--- src/rtl/modeset_pkg.sv ---
package modeset_pkg;

  typedef enum logic [4:0] {
    ST_IDLE,
    ST_PLANE_OFF,
    ST_PIPE_OFF,
    ST_POLL,
    ST_PORT_OFF,
    ST_UNLOCK,
    ST_FP_WR,
    ST_PLL_OFF,
    ST_SETTLE_A,
    ST_PLL_ON,
    ST_SETTLE_B,
    ST_LOCK,
    ST_PORT_ON,
    ST_TIMING,
    ST_PIPE_ON,
    ST_SURF,
    ST_DPMS,
    ST_VERIFY,
    ST_REWRITE,
    ST_SETTLE_C,
    ST_PLANE_ON,
    ST_DONE
  } seqState_t;

  typedef struct packed {
    logic planeOff;
    logic planeOn;
    logic pipeOff;
    logic pipeOn;
    logic portOff;
    logic portOn;
    logic dpmsUp;
    logic keyOpen;
    logic keyClose;
    logic fpLoad;
    logic pllWr;
    logic vcoVal;
    logic timLoad;
    logic surfLoad;
    logic seqDone;
    logic setErr;
    logic clrErr;
    logic cntInc;
    logic latchReq;
  } seqCmd_t;

endpackage

--- src/rtl/modeset_ctrl.sv ---
module modeset_ctrl
  import modeset_pkg::*;
(
  input  logic    clk,
  input  logic    rstN,
  input  logic    start,
  input  logic    pipeBusy,
  input  logic    pllVcoRb,
  input  logic    reqLat,
  input  logic    pollLast,
  input  logic    settleLast,
  output seqCmd_t cmd
);

  seqState_t st, nx;

  always_ff @(posedge clk) begin
    if (!rstN) st <= ST_IDLE;
    else       st <= nx;
  end

  always_comb begin
    cmd = '0;
    nx  = st;
    unique case (st)
      ST_IDLE: begin
        if (start) begin
          cmd.clrErr   = 1'b1;
          cmd.latchReq = 1'b1;
          nx = ST_PLANE_OFF;
        end
      end
      ST_PLANE_OFF: begin
        cmd.planeOff = 1'b1;
        nx = ST_PIPE_OFF;
      end
      ST_PIPE_OFF: begin
        cmd.pipeOff = 1'b1;
        nx = ST_POLL;
      end
      ST_POLL: begin
        if (pipeBusy) begin
          cmd.pipeOff = 1'b1;
          cmd.cntInc  = 1'b1;
          if (pollLast) begin
            cmd.setErr = 1'b1;
            nx = ST_PORT_OFF;
          end
        end else begin
          nx = ST_PORT_OFF;
        end
      end
      ST_PORT_OFF: begin
        cmd.portOff = 1'b1;
        nx = ST_UNLOCK;
      end
      ST_UNLOCK: begin
        cmd.keyOpen = 1'b1;
        nx = ST_FP_WR;
      end
      ST_FP_WR: begin
        cmd.fpLoad = 1'b1;
        nx = ST_PLL_OFF;
      end
      ST_PLL_OFF: begin
        cmd.pllWr  = 1'b1;
        cmd.vcoVal = 1'b0;
        nx = ST_SETTLE_A;
      end
      ST_SETTLE_A: begin
        cmd.cntInc = 1'b1;
        if (settleLast) nx = reqLat ? ST_PLL_ON : ST_LOCK;
      end
      ST_PLL_ON: begin
        cmd.pllWr  = 1'b1;
        cmd.vcoVal = 1'b1;
        nx = ST_SETTLE_B;
      end
      ST_SETTLE_B: begin
        cmd.cntInc = 1'b1;
        if (settleLast) nx = ST_LOCK;
      end
      ST_LOCK: begin
        cmd.keyClose = 1'b1;
        nx = reqLat ? ST_PORT_ON : ST_DONE;
      end
      ST_PORT_ON: begin
        cmd.portOn = 1'b1;
        nx = ST_TIMING;
      end
      ST_TIMING: begin
        cmd.timLoad = 1'b1;
        nx = ST_PIPE_ON;
      end
      ST_PIPE_ON: begin
        cmd.pipeOn = 1'b1;
        nx = ST_SURF;
      end
      ST_SURF: begin
        cmd.surfLoad = 1'b1;
        nx = ST_DPMS;
      end
      ST_DPMS: begin
        cmd.dpmsUp = 1'b1;
        nx = ST_VERIFY;
      end
      ST_VERIFY: begin
        nx = pllVcoRb ? ST_PLANE_ON : ST_REWRITE;
      end
      ST_REWRITE: begin
        cmd.pllWr  = 1'b1;
        cmd.vcoVal = 1'b1;
        nx = ST_SETTLE_C;
      end
      ST_SETTLE_C: begin
        cmd.cntInc = 1'b1;
        if (settleLast) nx = ST_PLANE_ON;
      end
      ST_PLANE_ON: begin
        cmd.planeOn = 1'b1;
        nx = ST_DONE;
      end
      ST_DONE: begin
        cmd.seqDone = 1'b1;
        nx = ST_IDLE;
      end
      default: nx = ST_IDLE;
    endcase
  end

endmodule

--- src/rtl/modeset_dp.sv ---
module modeset_dp
  import modeset_pkg::*;
#(
  parameter int                 POLLS      = 100,
  parameter int                 SETTLE_CYC = 4,
  parameter int                 KEY_W      = 32,
  parameter int                 FP_REGS    = 2,
  parameter logic [KEY_W-1:0]   UNLOCK_KEY = 32'hABCD_0000
) (
  input  logic               clk,
  input  logic               rstN,
  input  seqCmd_t            cmd,
  input  logic               pllEnReq,
  output logic               reqLat,
  output logic               pollLast,
  output logic               settleLast,
  output logic               planeEn,
  output logic               pipeEn,
  output logic               pipeOffWr,
  output logic               portEn,
  output logic               dpmsOn,
  output logic               vgaDis,
  output logic [KEY_W-1:0]   protKey,
  output logic [FP_REGS-1:0] fpWr,
  output logic               pllCtlWr,
  output logic               pllVco,
  output logic               timingLd,
  output logic               surfLd,
  output logic               done,
  output logic               timeoutErr
);

  localparam int CNT_MAX = (POLLS > SETTLE_CYC) ? POLLS : SETTLE_CYC;
  localparam int CNT_W   = $clog2(CNT_MAX + 1);

  logic [CNT_W-1:0] cnt;

  assign pollLast   = (cnt == CNT_W'(POLLS - 1));
  assign settleLast = (cnt == CNT_W'(SETTLE_CYC - 1));

  always_ff @(posedge clk) begin
    if (!rstN) cnt <= '0;
    else if (cmd.cntInc) cnt <= cnt + 1'b1;
    else cnt <= '0;
  end

  always_ff @(posedge clk) begin
    if (!rstN) begin
      planeEn    <= 1'b0;
      pipeEn     <= 1'b0;
      portEn     <= 1'b0;
      dpmsOn     <= 1'b0;
      vgaDis     <= 1'b0;
      protKey    <= '0;
      pllVco     <= 1'b0;
      timeoutErr <= 1'b0;
      reqLat     <= 1'b0;
    end else begin
      if (cmd.latchReq) reqLat <= pllEnReq;
      if (cmd.planeOff) planeEn <= 1'b0;
      else if (cmd.planeOn) planeEn <= 1'b1;
      if (cmd.pipeOff) pipeEn <= 1'b0;
      else if (cmd.pipeOn) pipeEn <= 1'b1;
      if (cmd.portOff) begin
        portEn <= 1'b0;
        dpmsOn <= 1'b0;
        vgaDis <= 1'b1;
      end else if (cmd.portOn) begin
        portEn <= 1'b1;
      end
      if (cmd.dpmsUp) dpmsOn <= 1'b1;
      if (cmd.keyOpen) protKey <= UNLOCK_KEY;
      else if (cmd.keyClose) protKey <= '0;
      if (cmd.pllWr) pllVco <= cmd.vcoVal;
      if (cmd.clrErr) timeoutErr <= 1'b0;
      else if (cmd.setErr) timeoutErr <= 1'b1;
    end
  end

  always_ff @(posedge clk) begin
    if (!rstN) begin
      pipeOffWr <= 1'b0;
      pllCtlWr  <= 1'b0;
      timingLd  <= 1'b0;
      surfLd    <= 1'b0;
      done      <= 1'b0;
    end else begin
      pipeOffWr <= cmd.pipeOff;
      pllCtlWr  <= cmd.pllWr;
      timingLd  <= cmd.timLoad;
      surfLd    <= cmd.surfLoad;
      done      <= cmd.seqDone;
    end
  end

  for (genvar g = 0; g < FP_REGS; g++) begin : gFpStrobe
    always_ff @(posedge clk) begin
      if (!rstN) fpWr[g] <= 1'b0;
      else       fpWr[g] <= cmd.fpLoad;
    end
  end

endmodule

--- src/rtl/modeset_seq.sv ---
module modeset_seq
  import modeset_pkg::*;
#(
  parameter int                 POLLS      = 100,
  parameter int                 SETTLE_CYC = 4,
  parameter int                 KEY_W      = 32,
  parameter int                 FP_REGS    = 2,
  parameter logic [KEY_W-1:0]   UNLOCK_KEY = 32'hABCD_0000
) (
  input  logic               clk,
  input  logic               rstN,
  input  logic               start,
  input  logic               pipeBusy,
  input  logic               pllEnReq,
  input  logic               pllVcoRb,
  output logic               planeEn,
  output logic               pipeEn,
  output logic               pipeOffWr,
  output logic               portEn,
  output logic               dpmsOn,
  output logic               vgaDis,
  output logic [KEY_W-1:0]   protKey,
  output logic [FP_REGS-1:0] fpWr,
  output logic               pllCtlWr,
  output logic               pllVco,
  output logic               timingLd,
  output logic               surfLd,
  output logic               done,
  output logic               timeoutErr
);

  seqCmd_t cmd;
  logic    reqLat;
  logic    pollLast;
  logic    settleLast;

  modeset_ctrl ctrl_i (
    .clk        (clk),
    .rstN       (rstN),
    .start      (start),
    .pipeBusy   (pipeBusy),
    .pllVcoRb   (pllVcoRb),
    .reqLat     (reqLat),
    .pollLast   (pollLast),
    .settleLast (settleLast),
    .cmd        (cmd)
  );

  modeset_dp #(
    .POLLS      (POLLS),
    .SETTLE_CYC (SETTLE_CYC),
    .KEY_W      (KEY_W),
    .FP_REGS    (FP_REGS),
    .UNLOCK_KEY (UNLOCK_KEY)
  ) dp_i (
    .clk        (clk),
    .rstN       (rstN),
    .cmd        (cmd),
    .pllEnReq   (pllEnReq),
    .reqLat     (reqLat),
    .pollLast   (pollLast),
    .settleLast (settleLast),
    .planeEn    (planeEn),
    .pipeEn     (pipeEn),
    .pipeOffWr  (pipeOffWr),
    .portEn     (portEn),
    .dpmsOn     (dpmsOn),
    .vgaDis     (vgaDis),
    .protKey    (protKey),
    .fpWr       (fpWr),
    .pllCtlWr   (pllCtlWr),
    .pllVco     (pllVco),
    .timingLd   (timingLd),
    .surfLd     (surfLd),
    .done       (done),
    .timeoutErr (timeoutErr)
  );

endmodule

--- config.mk ---
export PLATFORM = sky130hd
export DESIGN_NAME = modeset_seq
export DESIGN_NICKNAME = d
export VERILOG_FILES = /design/src/rtl/modeset_pkg.sv /design/src/rtl/modeset_ctrl.sv /design/src/rtl/modeset_dp.sv /design/src/rtl/modeset_seq.sv
export SDC_FILE = /design/constraint.sdc
export NUM_CORES = 1
export LEC_CHECK = 0
export BUFFER_PORTS_ARGS = -buffer_cell sky130_fd_sc_hd__buf_2
export CORE_ASPECT_RATIO = 1.4
export CORE_MARGIN = 1
export CORE_UTILIZATION = 45
export CTS_CLUSTER_DIAMETER = 100
export DETAILED_ROUTE_END_ITERATION = 8
export HOLD_SLACK_MARGIN = 0.1
export PLACE_DENSITY = 0.76
export SETUP_SLACK_MARGIN = 0.05
export SLEW_MARGIN = 20
export SYNTH_ARGS = -nofsm -noshare
export SYNTH_HDL_FRONTEND = slang
export SYNTH_SLANG_ARGS = --single-unit
--- constraint.sdc ---
create_clock -name clk -period 4.1 [get_ports clk]
set_input_delay 0.41 -clock clk [delete_from_list [all_inputs] [get_ports clk]]
set_output_delay 0.41 -clock clk [all_outputs]
set_load 0.01 [all_outputs]
# Yosys cells after proc, flatten, opt, wreduce, memory -nomap -nowiden
# Index checks and enable logic that the tools add are counted.
[op_classes]
n_mux = 35
n_addsub = 1
n_eq_ne = 28
reduce_logical = 11
bitwise = 1
[op_table]
columns = ["operator", "count"]
rows = [
  ["$pmux 5 s21", 1],
  ["$mux 32", 2],
  ["$eq 5x4->1 const B", 8],
  ["$mux 5", 7],
  ["$eq 5x5->1 const B", 6],
  ["$eq 5x3->1 const B", 4],
  ["$mux 1", 20],
  ["$eq 5x2->1 const B", 2],
  ["$reduce_or 2->1", 5],
  ["$add 7x1->7 const B", 1],
  ["$eq 7x2->1 const B", 1],
  ["$eq 7x7->1 const B", 1],
  ["$ne 2x1->1 const B", 3],
  ["$eq 5x1->1 const B", 1],
  ["$logic_not 5->1", 1],
  ["$reduce_and 5->1", 1],
  ["$pmux 1 s2", 2],
  ["$pmux 2 s2", 1],
  ["$reduce_bool 2->1", 2],
  ["$mux 3", 1],
  ["$ne 3x2->1 const B", 1],
  ["$reduce_or 3->1", 1],
  ["$mux 2", 1],
  ["$ne 2x2->1 const B", 1],
  ["2 further kinds", 2],
]
[totals]
out_inout_bits = 46
word_cells = 93
ff_bits = 36

# Logic depth before layout (Yosys ltp)
[depth]
depth_word = 4
ltp_mapped = 6
ltp_nobuf = 5

# By module
# A second synthesis with hierarchy kept.
[unflattened]
cells_unflattened = 192
area_unflattened_um2 = 1559.0
[by_module_without_submodules]
columns = ["module", "instances", "cells_per_inst", "area_per_inst_um2"]
rows = [
  ["modeset_dp", 1, 104, 987.2],
  ["modeset_ctrl", 1, 88, 571.8],
]

# Least setup slack after synthesis
# No wires, ideal clock.
[synth_path]
kind = "register -> register"
start = "register ctrl_i.st[0]"
end = "register ctrl_i.st[0]"
t_arrival_ps = 1425
stages_incl_launch_ff = 6
synth_period_minus_slack_ps = 1496
setup_slack_ps = 2604
path_buffers = 1
required_ps = 4028
path_cell_list = "dfxtp_1 -> buf_2 -> or3b_1 -> a221oi_2 -> o22a_2 -> mux2i_1"
[synth_between]
elab_chain_len = 3
elab_cells_between_ends = 28
[synth_lines]
columns = ["item", "line", "text"]
rows = [
  ["start, declared", "modeset_ctrl.sv:15", "seqState_t st, nx;"],
  ["start signal, assigned", "modeset_ctrl.sv:19", "else st <= nx;"],
  ["$eq 5x2->1 (tied with other cells)", "modeset_ctrl.sv:25", "unique case (st)"],
  ["$ne 3x2->1 (no source line) (tied with other cells)", "n/a", ""],
  ["$reduce_and 5->1 (no source line)", "n/a", ""],
]
# Several ways; a longest one is shown, not always the timed one.
# A chain may end at the register's enable or synchronous reset.

# Worst setup path after layout
# Same ends and word-level chain as after synthesis.

==> flow_metrics.env <==
export IMPL_status="complete, no violations"
export IMPL_fin_area_sq_um=1580
export IMPL_fin_worst_skew_ns=0.00249
export IMPL_critical_path_arrival_ns=2.19
export IMPL_rsz0062_at_grt="no"
export IMPL_rows=24
export IMPL_drt_iter0_markers=46
export IMPL_yosys_area_top_type="dfxtp_1"
export IMPL_core_area_sq_um=3180
export IMPL_cts_tree="built"
export IMPL_diodes=0
export IMPL_final_util_pct=49.7
export IMPL_die_h_um=71.4
export IMPL_powerDensity_nw_per_um2=333
export IMPL_n_fill_cell=343
export IMPL_drt_pass1_iter_count=4
export IMPL_fin_crit_sh_pct=48.3
export IMPL_worstPathRequired_ns=4.31
export IMPL_power_uw=526
export IMPL_peakVddDrop_v=0.000218
export IMPL_hp_class="in2reg"
export IMPL_overflow=0
export IMPL_finalMaxSlewViolations=0
export IMPL_fmax_ghz=0.505
export IMPL_dp_hpwl_um=2140
export IMPL_io_pins=52
export IMPL_finalSetupViolCount=0
export IMPL_wl_per_cell_um=12.1
export IMPL_maxCapViolCount=0
export IMPL_crit_path_end_kind="flip-flop"
export IMPL_dieArea_sq_um=3680
export IMPL_r2r_slack_ns=2.12
export IMPL_grt_first_pass_wirelength_um=4900
export IMPL_crit_path_start_kind="flip-flop"
export IMPL_async_flop_share_pct=0
export IMPL_finalHoldViolations=0
export IMPL_multi_input_area_sq_um=788
export IMPL_grt_usage_pct=17.2
export IMPL_antenna_left=0
export IMPL_cts_max_level=1
export IMPL_wl_um=2930
export IMPL_cts_buffers=3
export IMPL_clk_latency_ns=0.27
export IMPL_syn_to_final_growth_pct=2.18
export IMPL_holdWs_ns=0.370
export IMPL_ctsResizeCount=0
export IMPL_gp_congestion=0.923
export IMPL_crit_fanout=20
export IMPL_cts_hold_buf=0
export IMPL_synth_top_area_share_pct=34.9
export IMPL_ys_warn_count=0
export IMPL_ys_seq_area_share_pct=34.9
export IMPL_grt_start_max_net_pins=24
export IMPL_drive_gt1_share_pct=18.7
export IMPL_ys_types=47
export IMPL_slew_headroom_pct=49.8
export IMPL_clockBufferDepth=2
export IMPL_post_cts_setup_buffers=0
export IMPL_fin_nets=211
export IMPL_synth_ff_type="dfxtp_1"
export IMPL_port_buffer_count=29
export IMPL_synthTopCellsByCount="buf_4 (32), dfxtp_1 (27), nor2_1 (22), nand2_1 (14), nand3_1 (9)"
export IMPL_reg_top3="dp_i.cnt x7, ctrl_i.st x5"
export IMPL_synthMostInstantiatedCell="buf_4"
export IMPL_largest_reg_flops=7
export IMPL_first_global_vias=1081
export IMPL_synthTopCellsByArea="dfxtp_1 (35%), buf_4 (16%), nor2_1 (5.3%), nand2_1 (3.4%), nand3_1 (2.9%)"
export IMPL_ctsRootBufferMaster="clkbuf_8"
export IMPL_viasPerCell=5.15
export IMPL_synth_seq_cells=27
export IMPL_antenna_found_initial=0
export IMPL_leakage_uw=0.000676
export IMPL_tightest_slew_ns=0.752
export IMPL_synth_edf_count=0
export IMPL_top_register="dp_i.cnt"
export IMPL_crit_type="reg2reg"
export IMPL_totalNegativeSetupSlack_ns=0
export IMPL_area_sequential_sq_um=541
export IMPL_finalWorstPathRequiredPeriod_ns=1.98
export IMPL_syn_inst=192
export IMPL_syn_area_sq_um=1550
export IMPL_dpl_cell_area_sq_um=1530
export IMPL_clk_pin_slew_ns=0.09
export IMPL_drc=0
export IMPL_avgSynthCellArea_sq_um=8.07
export IMPL_cts_sinks=27
export IMPL_start_util_pct=48.7
export IMPL_die_w_um=51.6
export IMPL_num_vias=1247
==> per-stage QoR <==
stage | setup slack [ns] | instances
finish | 2.12 | 242
global route | 1.88 | 242
CTS | 2.15 | 242
detailed placement | 2.17 | 238
global placement | 2.23 | 238
floorplan | 2.60 | 213
==> worst paths after layout <==
path | start | end | cells after the start
max | ctrl_i.st[0] | ctrl_i.st[0] | 4
min | pllEnReq | dp_i.reqLat | 3
max reg2reg | ctrl_i.st[0] | ctrl_i.st[0] | 4
min reg2reg | dp_i.cnt[0] | dp_i.cnt[0] | 1
==> cells in the final DEF (no fill, tap or decap), types with 2 or more instances in the layout <==
cell type / count
nor2_1: 22
nand2_1: 14
o21a_1: 3
conb_1: 22
nand3_1: 9
o31ai_1: 2
inv_1: 2
buf_2: 29
nand2b_1: 6
nor3_1: 6
xnor2_1: 3
dfxtp_1: 27
mux2i_1: 3
xor2_1: 2
and3_1: 2
a31oi_1: 2
a211oi_1: 2
o21ai_0: 7
a21oi_1: 7
clkbuf_8: 3
nor4_1: 3
nor2b_1: 3
==> kinds of logic (layout without fill, tap and decap cells) <==
group                    count (synthesis)  in the layout  synth area share (%)
flip-flops                              27             27                  34.9
AO/OA/AOI/OAI                           36             36                  16.1
adder cells (fa/ha/maj)                  1              1                 0.808
multiplexers                             3              3                  1.94
AND/OR/NAND/NOR                         73             73                  23.9
buffers and inverters                   46             36                  19.3
other                                    1             22                 0.242
XOR/XNOR                                 5              5                  2.83
==> metal layers <==
layer | vias up | global-route usage, % | wire (um) | share of wire, %
li1 | 627 | - | - | -
met1 | 563 | 21.7 | 1230 | 42
met2 | 51 | 28.9 | 1490 | 51
met3 | 6 | 2.34 | 158 | 5.4
met4 | 0 | 6.91 | 44 | 1.5
met5 | - | 0 | 0 | 0
==> final cells by class <==
type | count | share of cell area, %
repair buffers | 29 | 9.17
multi-input cells | 140 | 49.8
clock inverters | 1 | 0.474
well taps | 39 | 3.08
inverters | 3 | 0.711
clock buffers | 3 | 2.61
flip-flops and latches | 27 | 34.2
==> power breakdown <==
part / switching, uW / internal [uW]
Sequential: 22.4 / 269
Clock: 81.8 / 68.9
Combinational: 51.1 / 33.1
==> critical path, stage by stage (launching register included) <==
cell and delay [ns]:
dfxtp_1 0.72, nand2b_1 0.21, nor4_1 0.53, o22a_2 0.29
mux2i_1 0.17
Power figures use the tool's default switching activity.
